## src/rtl/fpstk_pkg.sv

```systemverilog
package fpstk_pkg;

    typedef struct packed {
        logic        sign;
        logic [14:0] expo;
        logic [63:0] mant;
    } xreg_t;

    localparam int XW = $bits(xreg_t);

    typedef enum logic [2:0] {
        CMD_NOP   = 3'd0,
        CMD_PUSH  = 3'd1,
        CMD_POP   = 3'd2,
        CMD_READ  = 3'd3,
        CMD_WRITE = 3'd4,
        CMD_XCHG  = 3'd5,
        CMD_ARITH = 3'd6
    } stk_cmd_e;

    typedef enum logic [1:0] {
        SRC_IN  = 2'd0,
        SRC_ST0 = 2'd1,
        SRC_STI = 2'd2
    } wsrc_e;

endpackage

```

## src/rtl/fpstk_ctrl.sv

```systemverilog
module fpstk_ctrl
    import fpstk_pkg::*;
#(
    parameter int NREG = 8,
    localparam int PW = $clog2(NREG)
) (
    input  logic          clk,
    input  logic          rst_n,
    input  stk_cmd_e      cmd_i,
    input  logic [PW-1:0] idx_i,
    input  logic          wb_sti_i,
    input  logic          wb_pop_i,
    output logic [PW-1:0] top_o,
    output logic [PW-1:0] ptr_st0_o,
    output logic [PW-1:0] ptr_sti_o,
    output logic [PW-1:0] ptr_rd_o,
    output logic          we_a_o,
    output logic [PW-1:0] wa_a_o,
    output wsrc_e         src_a_o,
    output logic          we_b_o,
    output logic [PW-1:0] wa_b_o,
    output wsrc_e         src_b_o,
    output logic          ovf_o,
    output logic          unf_o
);

    typedef struct packed {
        logic [PW-1:0]   top;
        logic [NREG-1:0] tag;
    } ctl_t;

    ctl_t          cs_q, cs_d;
    logic [PW-1:0] p0, pi, pm;

    assign p0 = cs_q.top;
    assign pi = cs_q.top + idx_i;
    assign pm = cs_q.top - PW'(1);

    always_comb begin
        cs_d     = cs_q;
        we_a_o   = 1'b0;
        wa_a_o   = p0;
        src_a_o  = SRC_IN;
        we_b_o   = 1'b0;
        wa_b_o   = pi;
        src_b_o  = SRC_ST0;
        ovf_o    = 1'b0;
        unf_o    = 1'b0;
        ptr_rd_o = pi;
        case (cmd_i)
            CMD_PUSH: begin
                if (cs_q.tag[pm]) begin
                    ovf_o = 1'b1;
                end else begin
                    cs_d.top     = pm;
                    cs_d.tag[pm] = 1'b1;
                    we_a_o       = 1'b1;
                    wa_a_o       = pm;
                end
            end
            CMD_POP: begin
                ptr_rd_o = p0;
                if (!cs_q.tag[p0]) begin
                    unf_o = 1'b1;
                end else begin
                    cs_d.tag[p0] = 1'b0;
                    cs_d.top     = p0 + PW'(1);
                end
            end
            CMD_READ: begin
                unf_o = !cs_q.tag[pi];
            end
            CMD_WRITE: begin
                we_a_o       = 1'b1;
                wa_a_o       = pi;
                cs_d.tag[pi] = 1'b1;
            end
            CMD_XCHG: begin
                if (!cs_q.tag[p0] || !cs_q.tag[pi]) begin
                    unf_o = 1'b1;
                end else begin
                    we_a_o  = 1'b1;
                    wa_a_o  = p0;
                    src_a_o = SRC_STI;
                    we_b_o  = 1'b1;
                    wa_b_o  = pi;
                    src_b_o = SRC_ST0;
                end
            end
            CMD_ARITH: begin
                if (!cs_q.tag[p0] || !cs_q.tag[pi]) begin
                    unf_o = 1'b1;
                end else begin
                    we_a_o   = 1'b1;
                    wa_a_o   = wb_sti_i ? pi : p0;
                    cs_d.tag[wb_sti_i ? pi : p0] = 1'b1;
                    if (wb_pop_i) begin
                        cs_d.tag[p0] = 1'b0;
                        cs_d.top     = p0 + PW'(1);
                    end
                end
            end
            default: begin
            end
        endcase
    end

    always_ff @(posedge clk) begin
        if (!rst_n) begin
            cs_q <= '0;
        end else begin
            cs_q <= cs_d;
        end
    end

    assign top_o     = cs_q.top;
    assign ptr_st0_o = p0;
    assign ptr_sti_o = pi;

    a_r2_push_moves_down: assert property (@(posedge clk) disable iff (!rst_n)
        (cmd_i == CMD_PUSH && !ovf_o) |=> (cs_q.top == $past(cs_q.top) - PW'(1)));

    a_r2_push_marks_valid: assert property (@(posedge clk) disable iff (!rst_n)
        (cmd_i == CMD_PUSH && !ovf_o) |=> cs_q.tag[cs_q.top]);

    a_r4_pop_moves_up: assert property (@(posedge clk) disable iff (!rst_n)
        (cmd_i == CMD_POP && !unf_o) |=> (cs_q.top == $past(cs_q.top) + PW'(1)));

    a_r3_fault_holds_state: assert property (@(posedge clk) disable iff (!rst_n)
        (ovf_o || unf_o) |=> ($stable(cs_q.top) && $stable(cs_q.tag)));

    a_r7_top_steady: assert property (@(posedge clk) disable iff (!rst_n)
        (cmd_i inside {CMD_READ, CMD_WRITE, CMD_XCHG, CMD_NOP}) |=> $stable(cs_q.top));

    a_r11_pop_vacates: assert property (@(posedge clk) disable iff (!rst_n)
        (cmd_i == CMD_ARITH && wb_pop_i && !unf_o) |=> !cs_q.tag[$past(cs_q.top)]);

    a_r5_flags_exclusive: assert property (@(posedge clk) disable iff (!rst_n)
        !(ovf_o && unf_o));

endmodule

```

## src/rtl/fpstk_bank.sv

```systemverilog
module fpstk_bank
    import fpstk_pkg::*;
#(
    parameter int NREG = 8,
    parameter int NRD  = 3,
    localparam int PW = $clog2(NREG)
) (
    input  logic          clk,
    input  logic          rst_n,
    input  logic          we_a_i,
    input  logic [PW-1:0] wa_a_i,
    input  xreg_t         wd_a_i,
    input  logic          we_b_i,
    input  logic [PW-1:0] wa_b_i,
    input  xreg_t         wd_b_i,
    input  logic [PW-1:0] ra_i [NRD],
    output xreg_t         rd_o [NRD]
);

    xreg_t regs_q [NREG];
    xreg_t regs_d [NREG];

    always_comb begin
        for (int k = 0; k < NREG; k++) begin
            regs_d[k] = regs_q[k];
            if (we_a_i && wa_a_i == PW'(k)) begin
                regs_d[k] = wd_a_i;
            end else if (we_b_i && wa_b_i == PW'(k)) begin
                regs_d[k] = wd_b_i;
            end
        end
    end

    always_ff @(posedge clk) begin
        for (int k = 0; k < NREG; k++) begin
            if (!rst_n) begin
                regs_q[k] <= '0;
            end else begin
                regs_q[k] <= regs_d[k];
            end
        end
    end

    for (genvar p = 0; p < NRD; p++) begin : g_rd
        assign rd_o[p] = regs_q[ra_i[p]];
    end

    a_r8_write_lands: assert property (@(posedge clk) disable iff (!rst_n)
        we_a_i |=> (regs_q[$past(wa_a_i)] == $past(wd_a_i)));

    a_r9_second_port_lands: assert property (@(posedge clk) disable iff (!rst_n)
        (we_b_i && !(we_a_i && wa_a_i == wa_b_i)) |=> (regs_q[$past(wa_b_i)] == $past(wd_b_i)));

endmodule

```

## src/rtl/fpstk_file.sv

```systemverilog
module fpstk_file
    import fpstk_pkg::*;
#(
    parameter int NREG = 8,
    localparam int PW = $clog2(NREG)
) (
    input  logic          clk,
    input  logic          rst_n,
    input  logic [2:0]    cmd_i,
    input  logic [PW-1:0] idx_i,
    input  logic [XW-1:0] wdata_i,
    input  logic          wb_sti_i,
    input  logic          wb_pop_i,
    output logic [XW-1:0] rdata_o,
    output logic [XW-1:0] opa_o,
    output logic [XW-1:0] opb_o,
    output logic [PW-1:0] top_o,
    output logic          ovf_o,
    output logic          unf_o
);

    localparam int NRD = 3;

    logic [PW-1:0] ptr_st0, ptr_sti, ptr_rd;
    logic          we_a, we_b;
    logic [PW-1:0] wa_a, wa_b;
    wsrc_e         src_a, src_b;
    xreg_t         wd_a, wd_b;
    logic [PW-1:0] ra [NRD];
    xreg_t         rd [NRD];

    initial begin
        a_pow2: assert ((1 << PW) == NREG);
    end

    fpstk_ctrl #(.NREG(NREG)) u_ctrl (
        .clk       (clk),
        .rst_n     (rst_n),
        .cmd_i     (stk_cmd_e'(cmd_i)),
        .idx_i     (idx_i),
        .wb_sti_i  (wb_sti_i),
        .wb_pop_i  (wb_pop_i),
        .top_o     (top_o),
        .ptr_st0_o (ptr_st0),
        .ptr_sti_o (ptr_sti),
        .ptr_rd_o  (ptr_rd),
        .we_a_o    (we_a),
        .wa_a_o    (wa_a),
        .src_a_o   (src_a),
        .we_b_o    (we_b),
        .wa_b_o    (wa_b),
        .src_b_o   (src_b),
        .ovf_o     (ovf_o),
        .unf_o     (unf_o)
    );

    assign ra[0] = ptr_rd;
    assign ra[1] = ptr_st0;
    assign ra[2] = ptr_sti;

    function automatic xreg_t pick(wsrc_e s, xreg_t din, xreg_t s0, xreg_t si);
        case (s)
            SRC_ST0: return s0;
            SRC_STI: return si;
            default: return din;
        endcase
    endfunction

    always_comb begin
        wd_a = pick(src_a, xreg_t'(wdata_i), rd[1], rd[2]);
        wd_b = pick(src_b, xreg_t'(wdata_i), rd[1], rd[2]);
    end

    fpstk_bank #(.NREG(NREG), .NRD(NRD)) u_bank (
        .clk    (clk),
        .rst_n  (rst_n),
        .we_a_i (we_a),
        .wa_a_i (wa_a),
        .wd_a_i (wd_a),
        .we_b_i (we_b),
        .wa_b_i (wa_b),
        .wd_b_i (wd_b),
        .ra_i   (ra),
        .rd_o   (rd)
    );

    assign rdata_o = rd[0];
    assign opa_o   = rd[1];
    assign opb_o   = rd[2];

endmodule

```

## config.mk

```make
export PLATFORM = sky130hd
export DESIGN_NAME = fpstk_file
export DESIGN_NICKNAME = d
export VERILOG_FILES = /design/src/rtl/fpstk_pkg.sv /design/src/rtl/fpstk_ctrl.sv /design/src/rtl/fpstk_bank.sv /design/src/rtl/fpstk_file.sv
export SDC_FILE = /design/constraint.sdc
export NUM_CORES = 2
export LEC_CHECK = 0
export CAP_MARGIN = 15
export CORE_ASPECT_RATIO = 0.9
export CORE_MARGIN = 4
export CORE_UTILIZATION = 59
export DETAILED_ROUTE_END_ITERATION = 16
export DONT_BUFFER_PORTS = 1
export GPL_TIMING_DRIVEN = 0
export PLACE_DENSITY = 0.75
export SLEW_MARGIN = 20
export SYNTH_ARGS = -nofsm -noshare
export SYNTH_HDL_FRONTEND = slang
export SYNTH_SLANG_ARGS = --single-unit
export TNS_END_PERCENT = 1
```

## constraint.sdc

```tcl
create_clock -name clk -period 6.2 [get_ports clk]
set_clock_uncertainty 0.15 [all_clocks]
set_input_delay 0.93 -clock clk [delete_from_list [all_inputs] [get_ports clk]]
set_output_delay 0.93 -clock clk [all_outputs]
set_load 0.02 [all_outputs]
```

==> results.sh <==
export IMPL_synth_compound_area_share_pct=0.9303
export IMPL_synth_simple_area_share_pct=11.36
export IMPL_period_share_pct=101.2
export IMPL_fillerInstances=6012
export IMPL_post_synth_xor_area_fraction_pct=0.2141
export IMPL_ys_async_sr_fraction_pct=0
export IMPL_crit_required_ns=6.37
export IMPL_ys_types=56
export IMPL_die_area_um2=84840
export IMPL_grt_max_degree=41
export IMPL_drc=0
export IMPL_start_util_pct=59.58
export IMPL_drive_gt1_share_pct=25.75
export IMPL_synth_area_mux_share_pct=40.75
export IMPL_overflow=0
export IMPL_cp_end_kind="flop"
export IMPL_synth_top_cell_area_share_pct=40.60
export IMPL_fp_dieH_um=276.7
export IMPL_fmaxAchievable_mhz=159.4
export IMPL_slew_limit_headroom_pct=17.63
export IMPL_crit_type="reg -> reg"
export IMPL_row_count=98
export IMPL_die_w_um=306.6
export IMPL_hold_path_class="reg -> reg"
export IMPL_syn_avg_cell_area_um2=12.36
export IMPL_fin_hold_ws_ns=0.4007
export IMPL_portBuffers=0
export IMPL_arrival_ns=6.45
export IMPL_synth_ff_latch_count=654
export IMPL_setup_tns_ns=-3.904
export IMPL_synth_area_leaders="edfxtp_1 (41%), mux4_2 (23%), mux2i_1 (14%), nand2_1 (7.2%), mux2_2 (3.9%)"
export IMPL_clk_latency_ns=0.65
export IMPL_ys_top_cells_by_count="nand2_1 (902), mux2i_1 (650), edfxtp_1 (640)"
export IMPL_wl_per_cell_um=33.50
export IMPL_syn_area_um2=47340
export IMPL_core_area_um2=79460
export IMPL_cts_buffers=74
export IMPL_num_vias=36680
export IMPL_track_usage_pct=39.16
export IMPL_ios=335
export IMPL_cts_reportedPaths_clkPinSlew_ns=0.06
export IMPL_fin_crit_ns=6.273
export IMPL_fin_nets=4023
export IMPL_tightest_slew_ns=1.236
export IMPL_place_congestion=0.9113
export IMPL_synthAdderAreaFrac_pct=0.1216
export IMPL_max_cap_violations=0
export IMPL_pre_cts_ws_ns=-0.9433
export IMPL_vias_per_cell=7.270
export IMPL_antenna_found_initial=5
export IMPL_setup_viol=108
export IMPL_clockRootBuffer="clkbuf_16"
export IMPL_clockBufferDepth=3
export IMPL_synth_fp_nets=3925
export IMPL_ctsHoldBuffers=0
export IMPL_numClockSinks=654
export IMPL_synth_top_family_by_area="multiplexers"
export IMPL_yosysMostFrequentCell="nand2_1"
export IMPL_synth_edff_count=640
export IMPL_violations="setup timing"
export IMPL_grt_pass1_vias=35860
export IMPL_first_pass_iters=6
export IMPL_syn_inst=3831
export IMPL_synth_flop_cell="edfxtp_1"
export IMPL_hpwl_um=110900
export IMPL_cp_max_fo=33
export IMPL_syn_to_final_growth_pct=9.237
export IMPL_hold_viol=0
export IMPL_grt_first_pass_wirelength_um=243500
export IMPL_drt_iter0_drc=5884
export IMPL_synth_top_area_cell="edfxtp_1"
export IMPL_peakVddDrop_v=0.0002118
export IMPL_ant_nets=0
export IMPL_yosysSeqAreaShare_pct=41.19
export IMPL_status="complete, but fails checks"
export IMPL_maxSlewViolCount=0
export IMPL_startpoint_type="flop"
export IMPL_cts_htree_levels=3
export IMPL_fin_ws_ns=-0.07313
export IMPL_totalWireLength_um=169000
export IMPL_p_leak_nw=20.75
export IMPL_cts_tree="yes"
export IMPL_grt_setup_unrepaired="true"
export IMPL_ys_warnings_count=0
export IMPL_p_per_area_nw_per_um2=280.0
[power breakdown]
part           switching (W)  internal (W)  total [W]
combinational        0.00294       0.00171    0.00465
clock                0.00195       0.00259    0.00454
sequential          0.000180       0.00511    0.00529
[worst paths after layout]
| path | endpoint | slack, ns | depth (start not counted) | start |
|---|---|---|---|---|
| worst max-delay path | u_bank.regs_q[7][43] | -0.07 | 14 | u_ctrl.ptr_st0_o[0] |
| worst min-delay path | u_ctrl.cs_q[7] | 0.40 | 2 | u_ctrl.cs_q[7] |
| worst max register to register | u_bank.regs_q[7][43] | -0.07 | 14 | u_ctrl.ptr_st0_o[0] |
| worst min register to register | u_ctrl.cs_q[7] | 0.40 | 2 | u_ctrl.cs_q[7] |
[per-stage QoR]
step | area [um2] | instances | util [%] | power, W
4_1_cts | 51630 | 5036 | 64.98 | 0.01433
3_5_place_dp | 49200 | 4901 | 61.92 | 0.009904
2_1_floorplan | 47340 | 3831 | - | 0.008594
3_3_place_gp | 48650 | 4881 | 61.23 | 0.009852
5_1_grt | 51700 | 5040 | 65.07 | 0.01478
6_report | 51710 | 5045 | 65.08 | 0.01448
[registers in the layout, summed over array words and instances, names as in the netlist, named ones only]
signal            count
u_ctrl.cs_q           8
u_ctrl.ptr_st0_o      3
u_bank.regs_q       640
[metal layers]
metal | GRT usage [%] | part of all wire, % | vias to the layer above
met5 | 0 | 0 | -
li1 | - | - | 14530
met4 | 22.08 | 7.0 | 0
met1 | 50.18 | 33 | 18070
met3 | 13.39 | 15 | 682
met2 | 58.69 | 44 | 3394
[kinds of logic (layout without fill, tap and decap cells)]
family,after synthesis,after routing
AND/OR/NAND/NOR,1298,1298
adder cells (fa/ha/maj),4,4
AO/OA/AOI/OAI,64,64
other,0,7
flip-flops,654,654
multiplexers,1300,1300
XOR/XNOR,10,10
buffers and inverters,501,658
[layout make-up]
| class | count | area (um2) | share of cell area (%) |
|---|---|---|---|
| multi-input combinational | 2676 | 25380 | 49.07 |
| sequential | 654 | 19500 | 37.71 |
| buffer | 494 | 2610 | 5.047 |
| clock buffer | 96 | 1977 | 3.823 |
| tap | 1050 | 1314 | 2.540 |
| timing repair buffer | 24 | 488.0 | 0.9436 |
| clock inverter | 39 | 411.6 | 0.7960 |
| inverter | 5 | 20.02 | 0.03871 |
| antenna | 7 | 17.52 | 0.03387 |
[placed cells by master (no fill, tap or decap), types with 6 or more instances in the layout]
cell type / n
mux2i_1: 648
clkbuf_1: 221
and3_1: 8
a21oi_1: 14
buf_12: 16
buf_6: 38
nor2b_1: 6
buf_4: 34
diode_2: 7
clkbuf_2: 93
nand3_1: 11
buf_1: 59
buf_16: 10
clkinv_1: 18
and2_1: 82
clkbuf_16: 76
dfxtp_1: 14
clkbuf_4: 11
xnor2_1: 6
nand2_1: 896
bufinv_16: 8
or3_1: 80
edfxtp_1: 640
o21ai_0: 12
mux2_2: 164
buf_2: 54
mux4_2: 485
nor2_1: 194
clkinv_2: 10
nand2_4: 6
[repair_timing]
action / 4_1_cts / 5_1_grt
buffers inserted: 0 / 4
setup endpoints to repair: 129 / 328
pin swaps: 0 / 1
hold endpoints to repair: 0 / 0
cloned: 0 / 0
resized for setup: 28 / 17
[worst max-delay path: stages (launching register included)]
cell,delay (ns)
dfxtp_1,0.42
ha_1,0.25
fa_1,0.47
buf_2,0.48
mux4_2,0.34
mux2i_1,0.13
nor2_1,0.23
nand3_2,0.47
buf_16,0.35
buf_2,0.26
nor3_4,0.72
clkbuf_1,0.58
nor2_1,0.16
nand2_4,0.57
buf_12,0.30
Note: power is estimated with default switching activity, not from simulation.
